==> config.mk <==
export PLATFORM = sky130hd
export DESIGN_NAME = apx_expander
export DESIGN_NICKNAME = d
export VERILOG_FILES = /design/src/rtl/apx_pkg.sv /design/src/rtl/apx_act_table.sv /design/src/rtl/apx_pend_pool.sv /design/src/rtl/apx_expander.sv
export SDC_FILE = /design/constraint.sdc
export NUM_CORES = 1
export LEC_CHECK = 0
export BUFFER_PORTS_ARGS = -buffer_cell sky130_fd_sc_hd__buf_2
export CORE_ASPECT_RATIO = 1.5
export CORE_UTILIZATION = 30
export DETAILED_ROUTE_END_ITERATION = 10
export GPL_TIMING_DRIVEN = 0
export PLACE_DENSITY_LB_ADDON = 0.05
export SETUP_SLACK_MARGIN = 0.4
export SLEW_MARGIN = 20
export SYNTH_ARGS = -nofsm -noshare
export SYNTH_HDL_FRONTEND = slang
export SYNTH_SLANG_ARGS = --single-unit
==> constraint.sdc <==
create_clock -name clk -period 15.95 [get_ports clk]
set_input_delay 2.3925 -clock clk [delete_from_list [all_inputs] [get_ports clk]]
set_output_delay 2.3925 -clock clk [all_outputs]
set_load 0.01 [all_outputs]
==> src/rtl/apx_pkg.sv <==
package apx_pkg;
  localparam logic [3:0] APX_ACT  = 4'd0;
  localparam logic [3:0] APX_RD   = 4'd1;
  localparam logic [3:0] APX_WR   = 4'd2;
  localparam logic [3:0] APX_RDA  = 4'd3;
  localparam logic [3:0] APX_WRA  = 4'd4;
  localparam logic [3:0] APX_PRE  = 4'd5;
  localparam logic [3:0] APX_PREA = 4'd6;
  localparam logic [3:0] APX_REF  = 4'd7;
  localparam logic [3:0] APX_END  = 4'd15;
endpackage

==> src/rtl/apx_act_table.sv <==
module apx_act_table #(
  parameter int BANKS = 8,
  parameter int BW    = 3,
  parameter int TW    = 32
) (
  input  logic          clk,
  input  logic          rst_n,
  input  logic          wr_en,
  input  logic [BW-1:0] wr_bank,
  input  logic [TW-1:0] wr_time,
  input  logic [BW-1:0] rd_bank,
  output logic [TW-1:0] rd_time
);
  logic [TW-1:0]    act_q [BANKS];
  logic [BANKS-1:0] bank_we;

  for (genvar g = 0; g < BANKS; g++) begin : g_we
    assign bank_we[g] = wr_en && (wr_bank == BW'(g));
  end

  always_ff @(posedge clk or negedge rst_n) begin
    if (!rst_n) begin
      for (int i = 0; i < BANKS; i++) act_q[i] <= '0;
    end else begin
      for (int i = 0; i < BANKS; i++)
        if (bank_we[i]) act_q[i] <= wr_time;
    end
  end

  assign rd_time = act_q[rd_bank];


  one_bank_write_chk: assert property (@(posedge clk) disable iff (!rst_n)
    $onehot0(bank_we));
endmodule

==> src/rtl/apx_pend_pool.sv <==
module apx_pend_pool #(
  parameter int DEPTH = 4,
  parameter int BW    = 3,
  parameter int TW    = 32
) (
  input  logic          clk,
  input  logic          rst_n,
  input  logic          push,
  input  logic [TW-1:0] push_time,
  input  logic [BW-1:0] push_bank,
  input  logic          pop,
  output logic          head_valid,
  output logic [TW-1:0] head_time,
  output logic [BW-1:0] head_bank,
  output logic          full
);
  localparam int IW = (DEPTH > 1) ? $clog2(DEPTH) : 1;

  logic [DEPTH-1:0] slot_v_q, slot_v_n;
  logic [TW-1:0]    slot_t_q [DEPTH];
  logic [BW-1:0]    slot_b_q [DEPTH];
  logic [IW-1:0]    head_idx, free_idx;
  logic             free_found;

  always_comb begin
    head_valid = 1'b0;
    head_idx   = '0;
    head_time  = '0;
    head_bank  = '0;
    for (int i = 0; i < DEPTH; i++) begin
      if (slot_v_q[i] && (!head_valid || slot_t_q[i] < head_time)) begin
        head_valid = 1'b1;
        head_idx   = IW'(i);
        head_time  = slot_t_q[i];
        head_bank  = slot_b_q[i];
      end
    end
  end

  always_comb begin
    free_found = 1'b0;
    free_idx   = '0;
    for (int i = 0; i < DEPTH; i++) begin
      if (!slot_v_q[i] && !free_found) begin
        free_found = 1'b1;
        free_idx   = IW'(i);
      end
    end
  end

  assign full = !free_found;

  always_comb begin
    slot_v_n = slot_v_q;
    if (pop && head_valid) slot_v_n[head_idx] = 1'b0;
    if (push && free_found) slot_v_n[free_idx] = 1'b1;
  end

  always_ff @(posedge clk or negedge rst_n) begin
    if (!rst_n) begin
      slot_v_q <= '0;
      for (int i = 0; i < DEPTH; i++) begin
        slot_t_q[i] <= '0;
        slot_b_q[i] <= '0;
      end
    end else begin
      slot_v_q <= slot_v_n;
      if (push && free_found) begin
        slot_t_q[free_idx] <= push_time;
        slot_b_q[free_idx] <= push_bank;
      end
    end
  end


  no_push_full_chk: assert property (@(posedge clk) disable iff (!rst_n)
    push |-> !full);

  pop_has_entry_chk: assert property (@(posedge clk) disable iff (!rst_n)
    pop |-> head_valid);
endmodule

==> src/rtl/apx_expander.sv <==
module apx_expander
  import apx_pkg::*;
#(
  parameter int BANKS = 8,
  parameter int DEPTH = 4,
  parameter int TW    = 32,
  parameter int OW    = 8,
  parameter int BW    = (BANKS > 1) ? $clog2(BANKS) : 1
) (
  input  logic          clk,
  input  logic          rst_n,
  input  logic          in_valid,
  output logic          in_ready,
  input  logic [3:0]    in_cmd,
  input  logic [BW-1:0] in_bank,
  input  logic [TW-1:0] in_time,
  input  logic          flush,
  input  logic [OW-1:0] t_ras,
  input  logic [OW-1:0] ap_off_rd,
  input  logic [OW-1:0] ap_off_wr,
  output logic          out_valid,
  output logic [3:0]    out_cmd,
  output logic [BW-1:0] out_bank,
  output logic [TW-1:0] out_time
);
  logic          flushing_q, flushing_n;
  logic          init_q, init_n;
  logic [TW-1:0] last_q;
  logic          emit;
  logic [3:0]    e_cmd;
  logic [BW-1:0] e_bank;
  logic [TW-1:0] e_time;
  logic          act_we, push, pop;
  logic [TW-1:0] act_time, push_time, by_offset, by_floor;
  logic          head_valid, pool_full, need_prea, head_due;
  logic [TW-1:0] head_time;
  logic [BW-1:0] head_bank;

  apx_act_table #(.BANKS(BANKS), .BW(BW), .TW(TW)) u_acts (
    .clk(clk), .rst_n(rst_n), .wr_en(act_we), .wr_bank(in_bank),
    .wr_time(in_time), .rd_bank(in_bank), .rd_time(act_time)
  );

  apx_pend_pool #(.DEPTH(DEPTH), .BW(BW), .TW(TW)) u_pool (
    .clk(clk), .rst_n(rst_n), .push(push), .push_time(push_time),
    .push_bank(in_bank), .pop(pop), .head_valid(head_valid),
    .head_time(head_time), .head_bank(head_bank), .full(pool_full)
  );

  assign by_offset = in_time + TW'((in_cmd == APX_WRA) ? ap_off_wr : ap_off_rd);
  assign by_floor  = act_time + TW'(t_ras);
  assign push_time = (by_offset > by_floor) ? by_offset : by_floor;
  assign need_prea = !init_q && in_valid && (in_time > TW'(1));
  assign head_due  = head_valid && in_valid && (in_time >= head_time);

  always_comb begin
    flushing_n = flushing_q;
    init_n     = init_q;
    in_ready   = 1'b0;
    emit       = 1'b0;
    e_cmd      = in_cmd;
    e_bank     = in_bank;
    e_time     = in_time;
    act_we     = 1'b0;
    push       = 1'b0;
    pop        = 1'b0;
    if (flushing_q) begin
      emit = 1'b1;
      if (head_valid) begin
        pop    = 1'b1;
        e_cmd  = APX_PRE;
        e_bank = head_bank;
        e_time = head_time;
      end else begin
        e_cmd      = APX_END;
        e_bank     = '0;
        e_time     = last_q;
        flushing_n = 1'b0;
      end
    end else if (flush) begin
      flushing_n = 1'b1;
    end else if (pool_full || head_due) begin
      emit   = 1'b1;
      pop    = 1'b1;
      e_cmd  = APX_PRE;
      e_bank = head_bank;
      e_time = head_time;
    end else if (need_prea) begin
      emit   = 1'b1;
      init_n = 1'b1;
      e_cmd  = APX_PREA;
      e_bank = '0;
      e_time = '0;
    end else begin
      in_ready = 1'b1;
      if (in_valid) begin
        init_n = 1'b1;
        emit   = 1'b1;
        unique case (in_cmd)
          APX_ACT: act_we = 1'b1;
          APX_RDA: begin e_cmd = APX_RD; push = 1'b1; end
          APX_WRA: begin e_cmd = APX_WR; push = 1'b1; end
          APX_PRE, APX_PREA: emit = (in_time != '0);
          default: ;
        endcase
      end
    end
  end

  always_ff @(posedge clk or negedge rst_n) begin
    if (!rst_n) begin
      flushing_q <= 1'b0;
      init_q     <= 1'b0;
      last_q     <= '0;
      out_valid  <= 1'b0;
      out_cmd    <= '0;
      out_bank   <= '0;
      out_time   <= '0;
    end else begin
      flushing_q <= flushing_n;
      init_q     <= init_n;
      out_valid  <= emit;
      if (emit) begin
        out_cmd  <= e_cmd;
        out_bank <= e_bank;
        out_time <= e_time;
        last_q   <= e_time;
      end
    end
  end


  no_ap_out_chk: assert property (@(posedge clk) disable iff (!rst_n)
    out_valid |-> (out_cmd != APX_RDA && out_cmd != APX_WRA));

  full_stall_chk: assert property (@(posedge clk) disable iff (!rst_n)
    pool_full |-> !in_ready);

  flush_stall_chk: assert property (@(posedge clk) disable iff (!rst_n)
    flushing_q |-> !in_ready);

  prea_start_chk: assert property (@(posedge clk) disable iff (!rst_n)
    (out_valid && out_cmd == APX_PREA && out_time == '0 && !$past(init_q))
      |-> init_q);
endmodule

==> metrics.md <==
| Metric | Value |
|---|---|
| Status | `finished, final reports clean` |
| DRT Pass-1 Iters | `5` |
| Number of antenna violations at the first check in global routing | `9` |
| Fin crit period | `15.00 ns` |
| Clock Tree Buf Depth | `3` |
| Synth-to-Final Area Change | `15.4%` |
| Wl on met1 | `37500 µm` |
| WP data required | `13.56 ns` |
| Top Metal Used | `met5` |
| Placement Setup Slack | `-2.24 ns` |
| CP max stage cell | `nor4_4` |
| Final instance area | `29800 µm²` |
| Period utilisation layout | `0.940` |
| Power Total | `0.00360 W` |
| Max-slew violation count | `0` |
| Hold Vio Cnt, Final | `0` |
| Setup crit start kind | `register` |
| Synth top area cells | `dfrtp_1, mux2_2, ha_1` |
| Fin Setup TNS | `0 ns` |
| Final WL | `95200 µm` |
| Critical path class | `reg -> out` |
| Bufs and invs on worst path | `12` |
| Worst hold path class | `reg -> reg` |
| Placed Area | `27900 µm²` |
| Dpl hpwl | `74100 µm` |
| Antenna viol nets, final | `0` |
| I/O pin cnt | `108` |
| Share of cells above drive strength 1 | `0.263` |
| CTS Buf Count | `52` |
| Drt drc | `0` |
| Syn Nets | `2609` |
| Register area share after synthesis | `0.428` |
| Slowest stage delay, CP | `0.43 ns` |
| Worst vdd ir | `77.2 µV` |
| Max Cap Viol | `0` |
| Horiz. Die Dim | `242 µm` |
| CTS sink cnt | `442` |
| Remaining Overflow, GRT | `0` |
| Number of global-route vias before repair | `20500` |
| Met3 WL | `2600 µm` |
| CP most frequent cell | `buf_4` |
| Relative max-transition margin | `0.289` |
| Worst-margin pin slew | `1.06 ns` |
| Async S/R FF share, synth | `1.00` |
| Setup-failing EPs final | `0` |
| Unrepaired setup endpoints after global routing | `no` |
| Core Area | `85200 µm²` |
| Via count | `19200` |
| Reg2reg path depth | `49` |
| Worst Setup Slack, final | `0.951 ns` |
| Initial DRC count | `1070` |
| First-pass GRT wire length | `141000 µm` |
| Critical path peak fanout | `10` |
| TritonCTS clock tree | `yes` |
| CP Data Arrival Time | `12.61 ns` |
| DR vias/cell | `5.20` |
| Util after Layout | `0.350` |
| Critical path's top delay family | `compound AO/OA/AOI/OAI gates` |
| Met2 wire length | `51100 µm` |
| Kind of end point of the critical path | `output pin` |
| Die ar. | `87300 µm²` |
| Cells after Synth | `2367` |
| Number of port buffers | `102` |
| Clock tree skew after final layout | `0.0219 ns` |
| Synthesized flop and latch total | `442` |
| Gr usage total | `0.219` |
| Drt wl/cell | `25.7 µm` |
| Final net count | `2774` |
| Post-synth top flop | `dfrtp_1` |
| Mean Syn Cell Area | `10.9 µm²` |
| Clock transition at path regs | `0.06 ns` |
| Starting Density | `0.303` |
| Root buffer selected by CTS | `clkbuf_16` |
| GP Congestion | `0.903` |
| Post-synth EDFFs | `0` |
| Row count | `131` |
| H-tree levels | `2` |
| Mapped Area | `25800 µm²` |
| Yosys cell types | `82` |
| Largest net degree at the start of global routing | `98` |
| PwrDens | `121 nW/µm²` |
| Peak Freq | `66.7 MHz` |
| Yosys top cell area share | `0.428` |
| Die Ht | `361 µm` |
| Levels on crit path | `48` |
| Leak | `13.8 nW` |
| Yosys top cell by area | `dfrtp_1` |
| WHS Path Cells | `2` |
| Yosys warns | `0` |
| Clock Latency Late Sink | `0.62 ns` |
## logic make-up (layout without fill, tap and decap cells)
kind of cell / count (synthesis) / after routing / synth area share
xor+xnor: 60 / 60 / 0.0203
fa+ha+maj: 175 / 175 / 0.0853
buf+inv: 228 / 429 / 0.0384
compound gates: 466 / 466 / 0.111
simple gates: 571 / 571 / 0.107
other cells: 0 / 1 / 0
mux: 425 / 425 / 0.211
flops: 442 / 442 / 0.428
## tightest hold or removal path, stage by stage, from the launching register on
cell,delay (ns)
dfrtp_1,0.34
nand2_1,0.05
nand2_1,0.05
## synthesized netlist by cell type, types with 35 or more instances
cell type  number
xnor2_1        39
mux4_2         64
nand4_1        39
dfrtp_1       442
o21ai_0       140
nor2_1        129
mux2i_1        50
clkbuf_1       93
o211ai_1       36
ha_1          173
or3_1          35
a21oi_1       139
nand2_1       221
mux2_2        301
inv_1          66
a22oi_1        46
## layout make-up
| class | instances | area (µm²) |
|---|---|---|
| Inverter | 66 | 248 |
| Sequential cell | 442 | 11100 |
| Fill cell | 8595 | 55400 |
| Timing Repair Buffer | 111 | 676 |
| Tap cell | 1130 | 1410 |
| Clock inverter | 18 | 211 |
| Clock buffer | 72 | 1510 |
| Multi-Input combinational cell | 1697 | 13900 |
| Antenna cell | 1 | 2.50 |
| Buffer | 162 | 805 |
## metal layers
| metal | vias to the layer above | track usage |
|---|---|---|
| li1 | 8961 | - |
| met1 | 9817 | 0.247 |
| met2 | 322 | 0.417 |
| met3 | 137 | 0.0265 |
| met4 | 4 | 0.0819 |
| met5 | - | 0 |
## sequential cells by signal (all words and copies together), names as in the netlist
| signal | count |
|---|---|
| flushing_q | 1 |
| init_q | 1 |
| last_q | 32 |
| out_bank | 3 |
| out_cmd | 4 |
| out_valid | 1 |
| u_acts.act_q | 256 |
| u_pool.slot_b_q | 12 |
| u_pool.slot_t_q | 128 |
| u_pool.slot_v_q | 4 |
## layout by cell type (no fill, tap or decap), types with 12 or more instances in the layout
master	instances
inv_1	66
nor2b_1	14
ha_1	173
clkbuf_8	13
nand4_1	39
nand3_1	27
and3_1	15
clkbuf_1	91
or3_1	35
a21oi_1	132
nor4_1	13
nor3_1	26
clkbuf_16	52
o21a_1	12
xnor2_1	39
dfrtp_1	442
mux2i_1	50
buf_2	132
nand2_1	220
buf_4	31
nor2_1	129
xor2_1	21
a21o_1	32
mux2_2	301
o211ai_1	36
o21ai_0	140
mux4_2	64
a22oi_1	45
## report_power, final
part	internal (W)	leakage [nW]	total [W]	switching, W
Combinational	0.000363	6.89	0.00101	0.000644
Clock	0.000720	0.854	0.00123	0.000510
Sequential	0.00126	6.04	0.00136	0.000107
## timing repair
item	CTS	global route
hold buffers	0	0
setup endpoints to repair	438	1
resized for setup	47	13
pin swaps	2	0
buffers inserted	3	1
gates cloned	0	0
endpoints found under the hold margin	0	0
## worst paths after layout
kind / from / endpoint / slack, ns
hold / removal: u_pool.slot_b_q[3]$_DFFE_PN0P_ / u_pool.slot_b_q[3]$_DFFE_PN0P_ / 0.47
min in group asynchronous: rst_n / u_pool.slot_t_q[100]$_DFFE_PN0P_ / 1.77
setup reg to reg: u_pool.slot_v_q[0]$_DFF_PN0_ / last_q[2]$_DFFE_PN0P_ / 2.42
setup / recovery: u_pool.slot_v_q[0]$_DFF_PN0_ / in_ready / 0.95
max in group asynchronous: rst_n / u_acts.act_q[237]$_DFFE_PN0P_ / 12.74
hold reg to reg: u_pool.slot_b_q[3]$_DFFE_PN0P_ / u_pool.slot_b_q[3]$_DFFE_PN0P_ / 0.47
## through the flow
stage | hold WS (ns) | cells
floorplan | 0.433 | 2367
global route | 0.497 | 3699
detailed placement | 0.460 | 3604
global placement | 0.446 | 3599
finish | 0.470 | 3699
CTS | 0.472 | 3697
(Power assumes the default switching activity.)
